==> src/rtl/dit_pkg.sv <==
package dit_pkg;
  localparam int LEN_BITS  = 4;
  localparam int KEY_BYTES = 8;

  typedef enum logic [2:0] {
    OP_LOAD_DIR  = 3'd0,
    OP_LOAD_IND  = 3'd1,
    OP_STORE_DIR = 3'd2,
    OP_STORE_IND = 3'd3,
    OP_LOAD_CS   = 3'd4,
    OP_REPEAT    = 3'd5,
    OP_STORE_CS  = 3'd6,
    OP_KEY       = 3'd7
  } dit_op_e;

  typedef struct packed {
    logic [1:0]          wr_items;
    logic                rd_items;
    logic [LEN_BITS-1:0] wr_first_len;
    logic [LEN_BITS-1:0] wr_rest_len;
    logic [LEN_BITS-1:0] rd_len;
    logic                rep_ext;
  } dit_plan_t;
endpackage

==> src/rtl/dit_decode.sv <==
module dit_decode
  import dit_pkg::*;
(
  input  logic [7:0] op_byte,
  output dit_plan_t  plan
);
  logic [LEN_BITS-1:0] a_len;
  logic [LEN_BITS-1:0] d_len;

  always_comb begin
    a_len = LEN_BITS'(op_byte[3:2]) + LEN_BITS'(1);
    d_len = LEN_BITS'(op_byte[1:0]) + LEN_BITS'(1);
    plan  = '0;
    unique case (dit_op_e'(op_byte[7:5]))
      OP_LOAD_DIR: begin
        plan.wr_items = 2'd1; plan.wr_first_len = a_len;
        plan.rd_items = 1'b1; plan.rd_len = d_len;
      end
      OP_LOAD_IND: begin
        plan.rd_items = 1'b1; plan.rd_len = d_len; plan.rep_ext = 1'b1;
      end
      OP_STORE_DIR: begin
        plan.wr_items = 2'd2; plan.wr_first_len = a_len; plan.wr_rest_len = d_len;
      end
      OP_STORE_IND: begin
        plan.wr_items = 2'd1; plan.wr_first_len = d_len; plan.wr_rest_len = d_len;
        plan.rep_ext = 1'b1;
      end
      OP_LOAD_CS: begin
        plan.rd_items = 1'b1; plan.rd_len = LEN_BITS'(1);
      end
      OP_REPEAT: begin
        plan.wr_items = 2'd1; plan.wr_first_len = d_len;
      end
      OP_STORE_CS: begin
        plan.wr_items = 2'd1; plan.wr_first_len = LEN_BITS'(1);
      end
      default: begin
        plan.wr_items = 2'd1; plan.wr_first_len = LEN_BITS'(KEY_BYTES);
      end
    endcase
  end
endmodule

==> src/rtl/dit_assemble.sv <==
module dit_assemble #(
  parameter int MAX_BYTES = 8,
  localparam int POS_W  = $clog2(MAX_BYTES),
  localparam int ITEM_W = 8 * MAX_BYTES
) (
  input  logic              clk,
  input  logic              rst,
  input  logic              clr,
  input  logic              load,
  input  logic [POS_W-1:0]  pos,
  input  logic [7:0]        din,
  output logic [ITEM_W-1:0] merged
);
  logic [ITEM_W-1:0] acc;

  for (genvar i = 0; i < MAX_BYTES; i++) begin : g_lane
    assign merged[8*i +: 8] = (load && pos == POS_W'(i)) ? din : acc[8*i +: 8];
  end

  always_ff @(posedge clk) begin
    if (rst || clr) acc <= '0;
    else if (load)  acc <= merged;
  end
endmodule

==> src/rtl/dit_tracker.sv <==
module dit_tracker
  import dit_pkg::*;
#(
  parameter int REP_W          = 32,
  parameter int MAX_ITEM_BYTES = 8,
  localparam int ITEM_W = 8 * MAX_ITEM_BYTES,
  localparam int POS_W  = $clog2(MAX_ITEM_BYTES),
  localparam int CNT_W  = REP_W + 1
) (
  input  logic                clk,
  input  logic                rst,
  input  logic                byte_valid,
  input  logic [7:0]          byte_data,
  input  logic                brk,
  output logic                op_valid,
  output logic [2:0]          op_code,
  output logic [1:0]          op_sel,
  output logic [2:0]          op_addr_bytes,
  output logic [2:0]          op_data_bytes,
  output logic [3:0]          op_reg,
  output logic                item_valid,
  output logic [ITEM_W-1:0]   item_data,
  output logic [LEN_BITS-1:0] item_len,
  output logic                item_dir,
  output logic                insn_done
);
  dit_plan_t           plan;
  logic [ITEM_W-1:0]   merged;
  logic                busy, in_rd, fin;
  logic [CNT_W-1:0]    wr_left, rd_left, rep_ext_cnt;
  logic [LEN_BITS-1:0] rest_len, rd_len_q, cur_len;
  logic [POS_W-1:0]    pos;
  logic [REP_W-1:0]    rep_cnt;
  dit_op_e             cur_op;
  logic                take, is_op, is_dat, item_end;

  assign take        = byte_valid && !brk;
  assign is_op       = take && !busy;
  assign is_dat      = take && busy;
  assign item_end    = is_dat && ((LEN_BITS'(pos) + LEN_BITS'(1)) == cur_len);
  assign rep_ext_cnt = CNT_W'(rep_cnt) + CNT_W'(1);

  dit_decode u_dec (.op_byte(byte_data), .plan(plan));

  dit_assemble #(.MAX_BYTES(MAX_ITEM_BYTES)) u_asm (
    .clk(clk), .rst(rst), .clr(brk || is_op || item_end), .load(is_dat),
    .pos(pos), .din(byte_data), .merged(merged)
  );

  always_ff @(posedge clk) begin
    if (rst) begin
      op_valid <= 1'b0; op_code <= '0; op_sel <= '0; op_addr_bytes <= '0;
      op_data_bytes <= '0; op_reg <= '0;
      item_valid <= 1'b0; item_data <= '0; item_len <= '0; item_dir <= 1'b0;
      insn_done <= 1'b0; fin <= 1'b0;
      busy <= 1'b0; in_rd <= 1'b0; wr_left <= '0; rd_left <= '0;
      rest_len <= '0; rd_len_q <= '0; cur_len <= '0; pos <= '0;
      rep_cnt <= '0; cur_op <= OP_LOAD_DIR;
    end else begin
      op_valid   <= 1'b0;
      item_valid <= 1'b0;
      fin        <= 1'b0;
      insn_done  <= fin || (brk && busy);
      if (brk) begin
        busy    <= 1'b0;
        rep_cnt <= '0;
        pos     <= '0;
      end else if (is_op) begin
        op_valid      <= 1'b1;
        op_code       <= byte_data[7:5];
        op_sel        <= byte_data[3:2];
        op_addr_bytes <= 3'(byte_data[3:2]) + 3'd1;
        op_data_bytes <= 3'(byte_data[1:0]) + 3'd1;
        op_reg        <= byte_data[3:0];
        cur_op        <= dit_op_e'(byte_data[7:5]);
        busy          <= 1'b1;
        pos           <= '0;
        in_rd         <= (plan.wr_items == 2'd0);
        wr_left       <= (plan.rep_ext && plan.wr_items != 2'd0) ? rep_ext_cnt
                                                                 : CNT_W'(plan.wr_items);
        rd_left       <= (plan.rep_ext && plan.rd_items) ? rep_ext_cnt
                                                         : CNT_W'(plan.rd_items);
        rest_len      <= plan.wr_rest_len;
        rd_len_q      <= plan.rd_len;
        cur_len       <= (plan.wr_items != 2'd0) ? plan.wr_first_len : plan.rd_len;
        if (plan.rep_ext) rep_cnt <= '0;
      end else if (is_dat) begin
        pos <= pos + POS_W'(1);
        if (item_end) begin
          item_valid <= 1'b1;
          item_data  <= merged;
          item_len   <= cur_len;
          item_dir   <= in_rd;
          pos        <= '0;
          if (cur_op == OP_REPEAT) rep_cnt <= merged[REP_W-1:0];
          if (!in_rd) begin
            wr_left <= wr_left - CNT_W'(1);
            if (wr_left != CNT_W'(1)) begin
              cur_len <= rest_len;
            end else if (rd_left != '0) begin
              in_rd   <= 1'b1;
              cur_len <= rd_len_q;
            end else begin
              busy <= 1'b0;
              fin  <= 1'b1;
            end
          end else begin
            rd_left <= rd_left - CNT_W'(1);
            if (rd_left == CNT_W'(1)) begin
              busy <= 1'b0;
              fin  <= 1'b1;
            end
          end
        end
      end
    end
  end
endmodule

==> config.mk <==
export PLATFORM = sky130hd
export DESIGN_NAME = dit_tracker
export DESIGN_NICKNAME = d
export VERILOG_FILES = /design/src/rtl/dit_pkg.sv /design/src/rtl/dit_decode.sv /design/src/rtl/dit_assemble.sv /design/src/rtl/dit_tracker.sv
export SDC_FILE = /design/constraint.sdc
export NUM_CORES = 1
export LEC_CHECK = 0
export BUFFER_PORTS_ARGS = -buffer_cell sky130_fd_sc_hd__buf_4
export CORE_UTILIZATION = 60
export DETAILED_ROUTE_END_ITERATION = 10
export PLACE_DENSITY = 0.85
export SYNTH_ARGS = -nofsm -noshare
export SYNTH_HDL_FRONTEND = slang
export SYNTH_HIERARCHICAL = 1
export SYNTH_SLANG_ARGS = --single-unit
==> constraint.sdc <==
create_clock -name clk -period 3.5 [get_ports clk]
set_input_delay 0.175 -clock clk [delete_from_list [all_inputs] [get_ports clk]]
set_output_delay 0.175 -clock clk [all_outputs]
set_load 0.1 [all_outputs]
==> results of run 1 <==
layout make-up:
class                      instances  area [µm²]  area share, %
multi-input combinational       1235        7814          50.20
clock inverter                     8       140.1         0.9004
clock buffer                      43       817.0          5.250
sequential                       265        5305          34.09
timing repair buffer             134        1037          6.664
tap                              285       356.6          2.291
inverter                          25       93.84         0.6029
placed cells by master (no fill, tap or decap), types with 8 or more instances in the layout:
cell / n
a31oi_1: 21
nand2b_1: 8
nand2_1: 267
or4_1: 9
or3b_1: 61
inv_1: 23
or3b_2: 12
dfxtp_1: 265
clkbuf_1: 9
o21ai_1: 8
a21oi_1: 174
mux2i_1: 70
nand3_1: 32
buf_4: 126
o21ai_0: 36
clkbuf_16: 28
xnor2_1: 21
mux2_2: 64
ha_1: 10
and3_1: 11
o211ai_1: 10
or3_1: 10
a211oi_1: 13
nor2_1: 126
nor3_1: 48
nor4_1: 31
xor2_1: 16
nand4_1: 34
a32o_1: 12
how the worst max path moves through the flow:
stage,slack [ns],cells after the start,from,to
2_1_floorplan,0.68,11,pos[0],u_asm/acc[56]
3_3_place_gp,0.59,8,pos[1],wr_left[28]
3_5_place_dp,0.41,8,pos[1],u_asm/acc[52]
4_1_cts,0.30,8,pos[1],u_asm/acc[36]
5_1_grt,0.12,8,pos[1],u_asm/acc[36]
6_report,0.26,8,pos[1],u_asm/acc[36]
metal layers:
metal / global-route usage [%] / wire length, µm / vias up
li1: - / - / 6010
met1: 48.04 / 17500 / 6256
met4: 10.33 / 940 / 0
met3: 4.848 / 3973 / 76
met5: 0 / 0 / -
met2: 53.98 / 18850 / 701
power by group through the flow:
| stage | registers [µW] | clock network (µW) | logic [µW] |
|---|---|---|---|
| 6_report | 3170 | 3100 | 1150 |
| 5_1_grt | 3180 | 3240 | 1250 |
| 4_1_cts | 3170 | 3110 | 1120 |
| 3_5_place_dp | 3240 | 0 | 1110 |
| 3_3_place_gp | 3230 | 0 | 1090 |
| 2_1_floorplan | 3270 | 0 | 788 |
tightest hold or removal path: cells and delay by family:
kind                   cells  cell delay [ns]
buffers and inverters      1             0.20
AND/OR/NAND/NOR            1             0.09
AO/OA/AOI/OAI              1             0.05
through the flow:
stage               hold WS, ns  worst slack, ns  instance area [µm²]  utilization (%)
floorplan                0.3110           0.6768                13770                -
global placement         0.4340           0.5885                14550            64.45
detailed placement       0.4458           0.4087                14550            64.45
CTS                    0.005632           0.3022                15560            68.95
global route            0.03371           0.1176                15560            68.95
finish                  0.02631           0.2614                15560            68.95
logic make-up after synthesis:
family	share of synthesized area [%]
xor+xnor	2.517
compound gates	14.85
flops	38.53
mux	10.65
fa+ha+maj	0.9087
other cells	0.02723
buf+inv	4.880
simple gates	27.64
synthesized netlist by cell type, types with 5 or more instances:
cell type  number
nor3_1         48
or2_2           5
and2_1          5
nand2b_1        8
o32ai_1         6
buf_2          22
nor2_1        128
o21ai_0        36
nand3_1        32
xnor2_1        21
clkbuf_1       80
xor2_1         16
buf_4           8
o22ai_1         7
nand4_1        34
a21oi_1       174
or3b_2         12
nand2_1       268
nor3b_1         5
buf_6           7
a32o_1         12
or3b_1         61
dfxtp_1       265
o21ai_1         8
or3_1          10
ha_1           10
a31oi_1        21
o211ai_1       10
or4_1           9
nor4_1         31
mux2i_1        70
and3_1         11
a211oi_1       13
a32oi_1         5
inv_1          23
mux2_2         64
==> flow_summary.toml, run 1 <==
[global_routing]
grt_pass1_vias = 12060
track_usage_pct = 34.08
grt_overflow = 0
grt_first_pass_wirelength_um = 65160
grt_antenna_before_repair = 0
grt_start_max_net_pins = 209

[cells_and_area]
fin_nets = 1711
syn_to_final_growth_pct = 13.03
largest_registers = "item_data: 64 flops, u_asm/acc: 64 flops"
drive_gt1_share_pct = 17.08
final_cells = 1995
fillers = 1690
diodes = 0

[power]
p_sw_uw = 2117
powerDensity_mw_per_mm2 = 477.0
leakage_uw = 0.005975
clkPwrFrac_pct = 41.7
pwr-share-seq_pct = 42.8
combPwrFrac_pct = 15.5
power_uw = 7424
ir_worst_vdd_mv = 0.3378
swShare_pct = 28.52
intPower_uw = 5307

[floorplanning]
ios = 99
die_h_um = 153.5
die-area_mm2 = 0.02356
initial_utilization_pct = 61.00
dieWidth_um = 153.5
row_count = 55
core_mm2 = 0.02257

[route]
drt-initial-drc-count = 1423
via_per_inst = 6.538
routed-via-count = 13040
wl_per_cell_um = 20.68
drtAntennaViolNets = 0
wl_um = 41270
dr.pass1.iters = 6
drc = 0

[worst_setup_path]
r2r_setup_slack_ns = 0.26
r2r_start = "pos[1]"
worstPathArrival_ns = 3.72
cp-end-kind = "register"
cp_num_buf_inv = 1
critPathLaunchType = "register"
worstPathCellList = "ha_1 > xnor3_1 > nand4_1 > nor2_4 > or3_1 > buf_4 > or3b_2 > mux2i_1"
cp_slowest_stage_delay_ns = 0.71
cpMaxStageDelayCell = "dfxtp_1"
r2r_end = "u_asm/acc[36]"
path_class = "register to register"
crit_family = "simple AND/OR/NAND/NOR gates"
crit_required_ns = 3.98
worst-r2r-cell-count = 8
path_max_fanout = 72

[clock_tree]
cts.htree.levels = 1
cts_tree = "yes"
clkSinkCount = 265
clk_latency_ns = 0.57
cts_resized = 0
clk_root_buffer_cell = "clkbuf_16"
hold_buffers = 6
clock_path_buffers = 3
cts_buffers = 28
cts_setup_buffers = 0
clkTransAtPathRegs_ns = 0.06

[synth]
yosysTopAreaCell = "dfxtp_1"
ys_seq_area_share_pct = 38.53
netlist_instances = 1646
ys_types = 93
ys_warn_count = 6
synth_edf_count = 0
synth_top_area_share_pct = 38.53
ys_ff_latch = 265
synthTopCellsByArea = "dfxtp_1 39%, nand2_1 7.3%, a21oi_1 6.3%, mux2_2 5.2%, mux2i_1 5.1%"
async_reset_ff_share_pct = 0
synth_area_mm2 = 0.01377
synth_flop_cell = "dfxtp_1"
postSynthAreaPerCell_um2 = 8.365

[sta]
max_freq_mhz = 308.8
drv_slew = 0
final_hold_viol_count = 0
clock_skew_ns = 0.02330
maxSlewHeadroom_pct = 17.44
post-route-min-period_ns = 3.239
worst-slew-pin-transition_ns = 1.237
rsz0062_at_grt = "no"
fin_tns_setup_ns = 0
post-route-period-util_pct = 92.53
setup_viol = 0

[worst_hold_path]
hold_class = "input pin to register"
holdPathEnd = "cur_op[0]"
hold_start = "byte_data[5]"
hold_depth = 3

[job]
cap_viol_max_count = 0

[placed_design]
routabilityCongestion = 0.9380
io_buffers = 98
dpl.cell_count = 1938
hpwl_um = 27030

[status]
status = "finished clean"
(Power assumes the default switching activity.)
==> inputs of run 2 (changes only) <==
Settings changed: REMOVE_ABC_BUFFERS set to 1.
==> run 2 against run 1 <==
Sequential share of layout area hardly changed. Flip-flop and latch count stayed put. Sequential power hardly changed. Register-to-register slack better by 0.19 ns. Maximum frequency is 6.1% higher. Combinational power hardly changed. Clock skew is 0.0065 ns lower. Design area hardly changed. Setup slack better by 0.19 ns. First-iteration DRC count is 2.4% higher. Final cell count hardly changed. Global-route usage hardly changed. Critical endpoint is now rep_cnt[3].
==> flow_summary.toml, run 2 (synthesis gave the netlist of run 1 again) <==
[route]
wl_per_cell_um = 20.67
wl_um = 41210
via_per_inst = 6.596
dr.pass1.iters = 6
drt-initial-drc-count = 1457
routed-via-count = 13150
drtAntennaViolNets = 0
drc = 0

[global_routing]
grt_pass1_vias = 12590
grt_busiest_layer = "met2"
grt_antenna_before_repair = 0
track_usage_pct = 34.11
grt_first_pass_wirelength_um = 65510
use_met2_pct = 55.50
grt_start_max_net_pins = 81
gr-usage-met1_pct = 43.32
grt_overflow = 0
use_met3_pct = 5.468

[placed_design]
io_buffers = 98
dpl_worst_slack_ns = 0.5649
hpwl_um = 26960
routabilityCongestion = 0.9894
dpl.cell_count = 1942

[clock_tree]
cts_resized = 0
clkTransAtPathRegs_ns = 0.06
cts_tree = "yes"
cts_setup_buffers = 0
clock_path_buffers = 3
cts.htree.levels = 1
clk_root_buffer_cell = "clkbuf_16"
cts_buffers = 28
hold_buffers = 2
clk_latency_ns = 0.55
clkSinkCount = 265

[worst_hold_path]
hold_class = "input pin to register"

[cells_and_area]
fin_nets = 1711
drive_gt1_share_pct = 17.50
postLayoutCoreUtil_pct = 68.91
diodes = 0
final_cells = 1994
largest_registers = "item_data: 64 flops, u_asm/acc: 64 flops"
layout_commonest_cell = "nand2_1"
syn_to_final_growth_pct = 12.96
mostFrequentLayoutCells = "267 x nand2_1, 265 x dfxtp_1, 174 x a21oi_1, 131 x buf_4, 126 x nor2_1"

[sta]
fin_tns_setup_ns = 0
setup_viol = 0
final_hold_viol_count = 0
rsz0062_at_grt = "no"
max_freq_mhz = 327.7
worst-slew-pin-transition_ns = 0.7969
drv_slew = 0
post-route-min-period_ns = 3.052
worst_slack_ns = 0.4483
maxSlewHeadroom_pct = 46.88
post-route-period-util_pct = 87.19
clock_skew_ns = 0.01679

[job]
cap_viol_max_count = 0

[floorplanning]
core_mm2 = 0.02257
initial_utilization_pct = 61.00
die-area_mm2 = 0.02356
dieWidth_um = 153.5
ios = 99
die_h_um = 153.5
row_count = 55

[power]
powerDensity_mw_per_mm2 = 480.6
power_uw = 7475
ir_worst_vdd_mv = 0.3541
leakage_uw = 0.005990

[worst_setup_path]
crit_required_ns = 3.91
path_class = "register to register"
worstPathArrival_ns = 3.46
path_max_fanout = 32
critPathLaunchType = "register"
cp-end-kind = "register"

[status]
status = "finished clean"
-- run 2: worst paths after layout --
check | end | start | depth (start not counted) | slack (ns)
worst max-delay path | rep_cnt[3] | busy | 9 | 0.45
worst min-delay path | op_sel[0] | byte_data[2] | 3 | 0.02
worst min register to register | rd_len_q[3] | rd_len_q[3] | 2 | 0.45
worst max register to register | rep_cnt[3] | busy | 9 | 0.45
-- run 2: final cells by class --
type                    count  area (µm²)
multi-input cells        1235        7814
repair buffers            134        1015
inverters                  25       93.84
flip-flops and latches    265        5305
well taps                 285       356.6
clock buffers              42       854.6
fillers                  1698        7018
clock inverters             8       115.1
-- run 2: report_power, final --
part	switching, µW	internal [µW]	leakage (µW)
registers	90.7	3090	0.00214
clock network	1240	1890	0.000483
logic	781	386	0.00337
-- run 2: critical path, cell delays in order (launching register included) --
cell and delay (ns):
dfxtp_1 0.44, nand3b_1 0.17, clkinv_1 0.28, nand4_1 0.25, buf_4 0.25, or2_2 0.49
o41ai_4 0.39, nand2b_1 0.18, buf_4 0.34, a21oi_1 0.12
-- run 2: metrics by stage --
stage	cell area (µm²)	hold slack, ns
final	15550	0.01528
after CTS	15550	0.002283
after global placement	14560	0.4389
after floorplan	13200	0.2441
after global routing	15550	0.01266
after detailed placement	14560	0.4421
-- run 2: metal layers --
layer,vias to the layer above,routed length (µm)
met1,6287,16740
met3,154,3336
met4,0,2058
met5,-,0
li1,6013,-
met2,699,19080
==> inputs of run 3 (changes only) <==
Settings changed: HOLD_SLACK_MARGIN set to 0.06, PLACE_DENSITY 0.85 to 0.84.
==> run 3 against run 2 <==
Via count shrank 2.2%. Core utilization grew 0.18 points. Total power shrank 1.4%. Design area grew 0.26%. Wire length shrank 1.6%. First-iteration DRC count shrank 6.8%.
==> flow_summary.toml, run 3 (synthesis gave the netlist of run 1 again) <==
[sta]
whs_ns = 0.1064
maxSlewHeadroom_pct = 44.29
worst-slew-pin-transition_ns = 0.8356
setup_viol = 0
post-route-period-util_pct = 88.05
post-route-min-period_ns = 3.082
max_freq_mhz = 324.5
drv_slew = 0
final_hold_viol_count = 0
fin_tns_setup_ns = 0
rsz0062_at_grt = "no"
clock_skew_ns = 0.01015

[clock_tree]
clock_path_buffers = 3
clk_root_buffer_cell = "clkbuf_16"
cts.htree.levels = 1
clkSinkCount = 265
cts_setup_buffers = 0
cts_buffers = 29
clkTransAtPathRegs_ns = 0.06
clk_latency_ns = 0.55
cts_tree = "yes"

[power]
powerDensity_mw_per_mm2 = 472.5
ir_worst_vdd_mv = 0.3661
leakage_uw = 0.005992

[placed_design]
place_area_mm2 = 0.01456
dpl.cell_count = 1942
io_buffers = 98
hpwl_um = 26720
routabilityCongestion = 0.9755

[global_routing]
track_usage_pct = 33.18
grt_start_max_net_pins = 93
grt_antenna_before_repair = 0
grt_first_pass_wirelength_um = 63460
grt_pass1_vias = 12120
grt_overflow = 0

[worst_setup_path]
worstPathArrival_ns = 3.55
crit_required_ns = 3.97
path_class = "register to register"
critPathLaunchType = "register"
cp-end-kind = "register"
path_max_fanout = 72

[job]
cap_viol_max_count = 0

[route]
wl_um = 40550
routed-via-count = 12860
via_per_inst = 6.416
drtAntennaViolNets = 0
dr.pass1.iters = 6
wl_per_cell_um = 20.23
drt-initial-drc-count = 1358
drc = 0

[cells_and_area]
final_cells = 2005
largest_registers = "item_data: 64 flops, u_asm/acc: 64 flops"
seq_area_mm2 = 0.005305
multiInputGateArea_mm2 = 0.007814
syn_to_final_growth_pct = 13.25
final_cell_area_mm2 = 0.01559
postLayoutCoreUtil_pct = 69.09
layout_commonest_cell = "nand2_1"
drive_gt1_share_pct = 17.56
fillers = 1757
fin_nets = 1719
mostFrequentLayoutCells = "267 x nand2_1, 265 x dfxtp_1, 174 x a21oi_1, 131 x buf_4, 126 x nor2_1"
diodes = 0

[floorplanning]
core_mm2 = 0.02257
dieWidth_um = 153.5
initial_utilization_pct = 61.00
ios = 99
row_count = 55
die_h_um = 153.5
die-area_mm2 = 0.02356

[worst_hold_path]
hold_class = "input pin to register"

[status]
status = "finished clean"
[run 3: report_power, final]
group / total (µW) / internal [µW] / switching (µW)
logic: 1150 / 387 / 765
registers: 3170 / 3080 / 89.4
clock network: 3040 / 1740 / 1300
total: 7370 / 5220 / 2150
[run 3: timing repair]
item                       CTS  global route
setup endpoints to repair    0             0
hold buffers                 9             0
gates resized for setup      0             0
hold endpoints to repair    32             0
[run 3: cell type report]
class | instances | area share (%)
Clock inverter | 16 | 0.9629
Timing Repair Buffer | 141 | 6.957
Inverter | 25 | 0.6018
Sequential cell | 265 | 34.02
Clock buffer | 38 | 5.063
Multi-Input combinational cell | 1235 | 50.11
Tap cell | 285 | 2.287
[run 3: routing by layer]
layer / share of wire, % / global-route usage [%] / wire length [µm] / vias to the layer above
met5: 0 / 0 / 0 / -
met4: 4.0 / 14.71 / 1639 / 0
met3: 7.6 / 4.961 / 3076 / 118
met2: 47 / 54.89 / 19020 / 590
met1: 41 / 42.95 / 16820 / 6118
li1: - / - / - / 6038
[run 3: final timing paths]
path | slack (ns) | endpoint | cells after the start | startpoint
max | 0.42 | u_asm/acc[11] | 7 | pos[2]
min | 0.11 | pos[1] | 4 | byte_valid
max reg2reg | 0.42 | u_asm/acc[11] | 7 | pos[2]
min reg2reg | 0.45 | rd_len_q[0] | 2 | rd_len_q[0]
[run 3: worst max-delay path, stage by stage, from the launching register on]
cell,delay [ns]
dfxtp_1,0.74
xnor3_1,0.43
nand4_1,0.22
nor2_4,0.07
or3_1,0.35
buf_4,0.29
or3b_2,0.64
mux2i_1,0.21
[run 3: through the flow]
step | worst slack [ns] | power, µW
after floorplan | -3.519 | 4007
after global routing | 0.2709 | 7596
after global placement | 0.6400 | 4317
final | 0.4182 | 7368
after CTS | 0.4510 | 7354
after detailed placement | 0.5028 | 4341
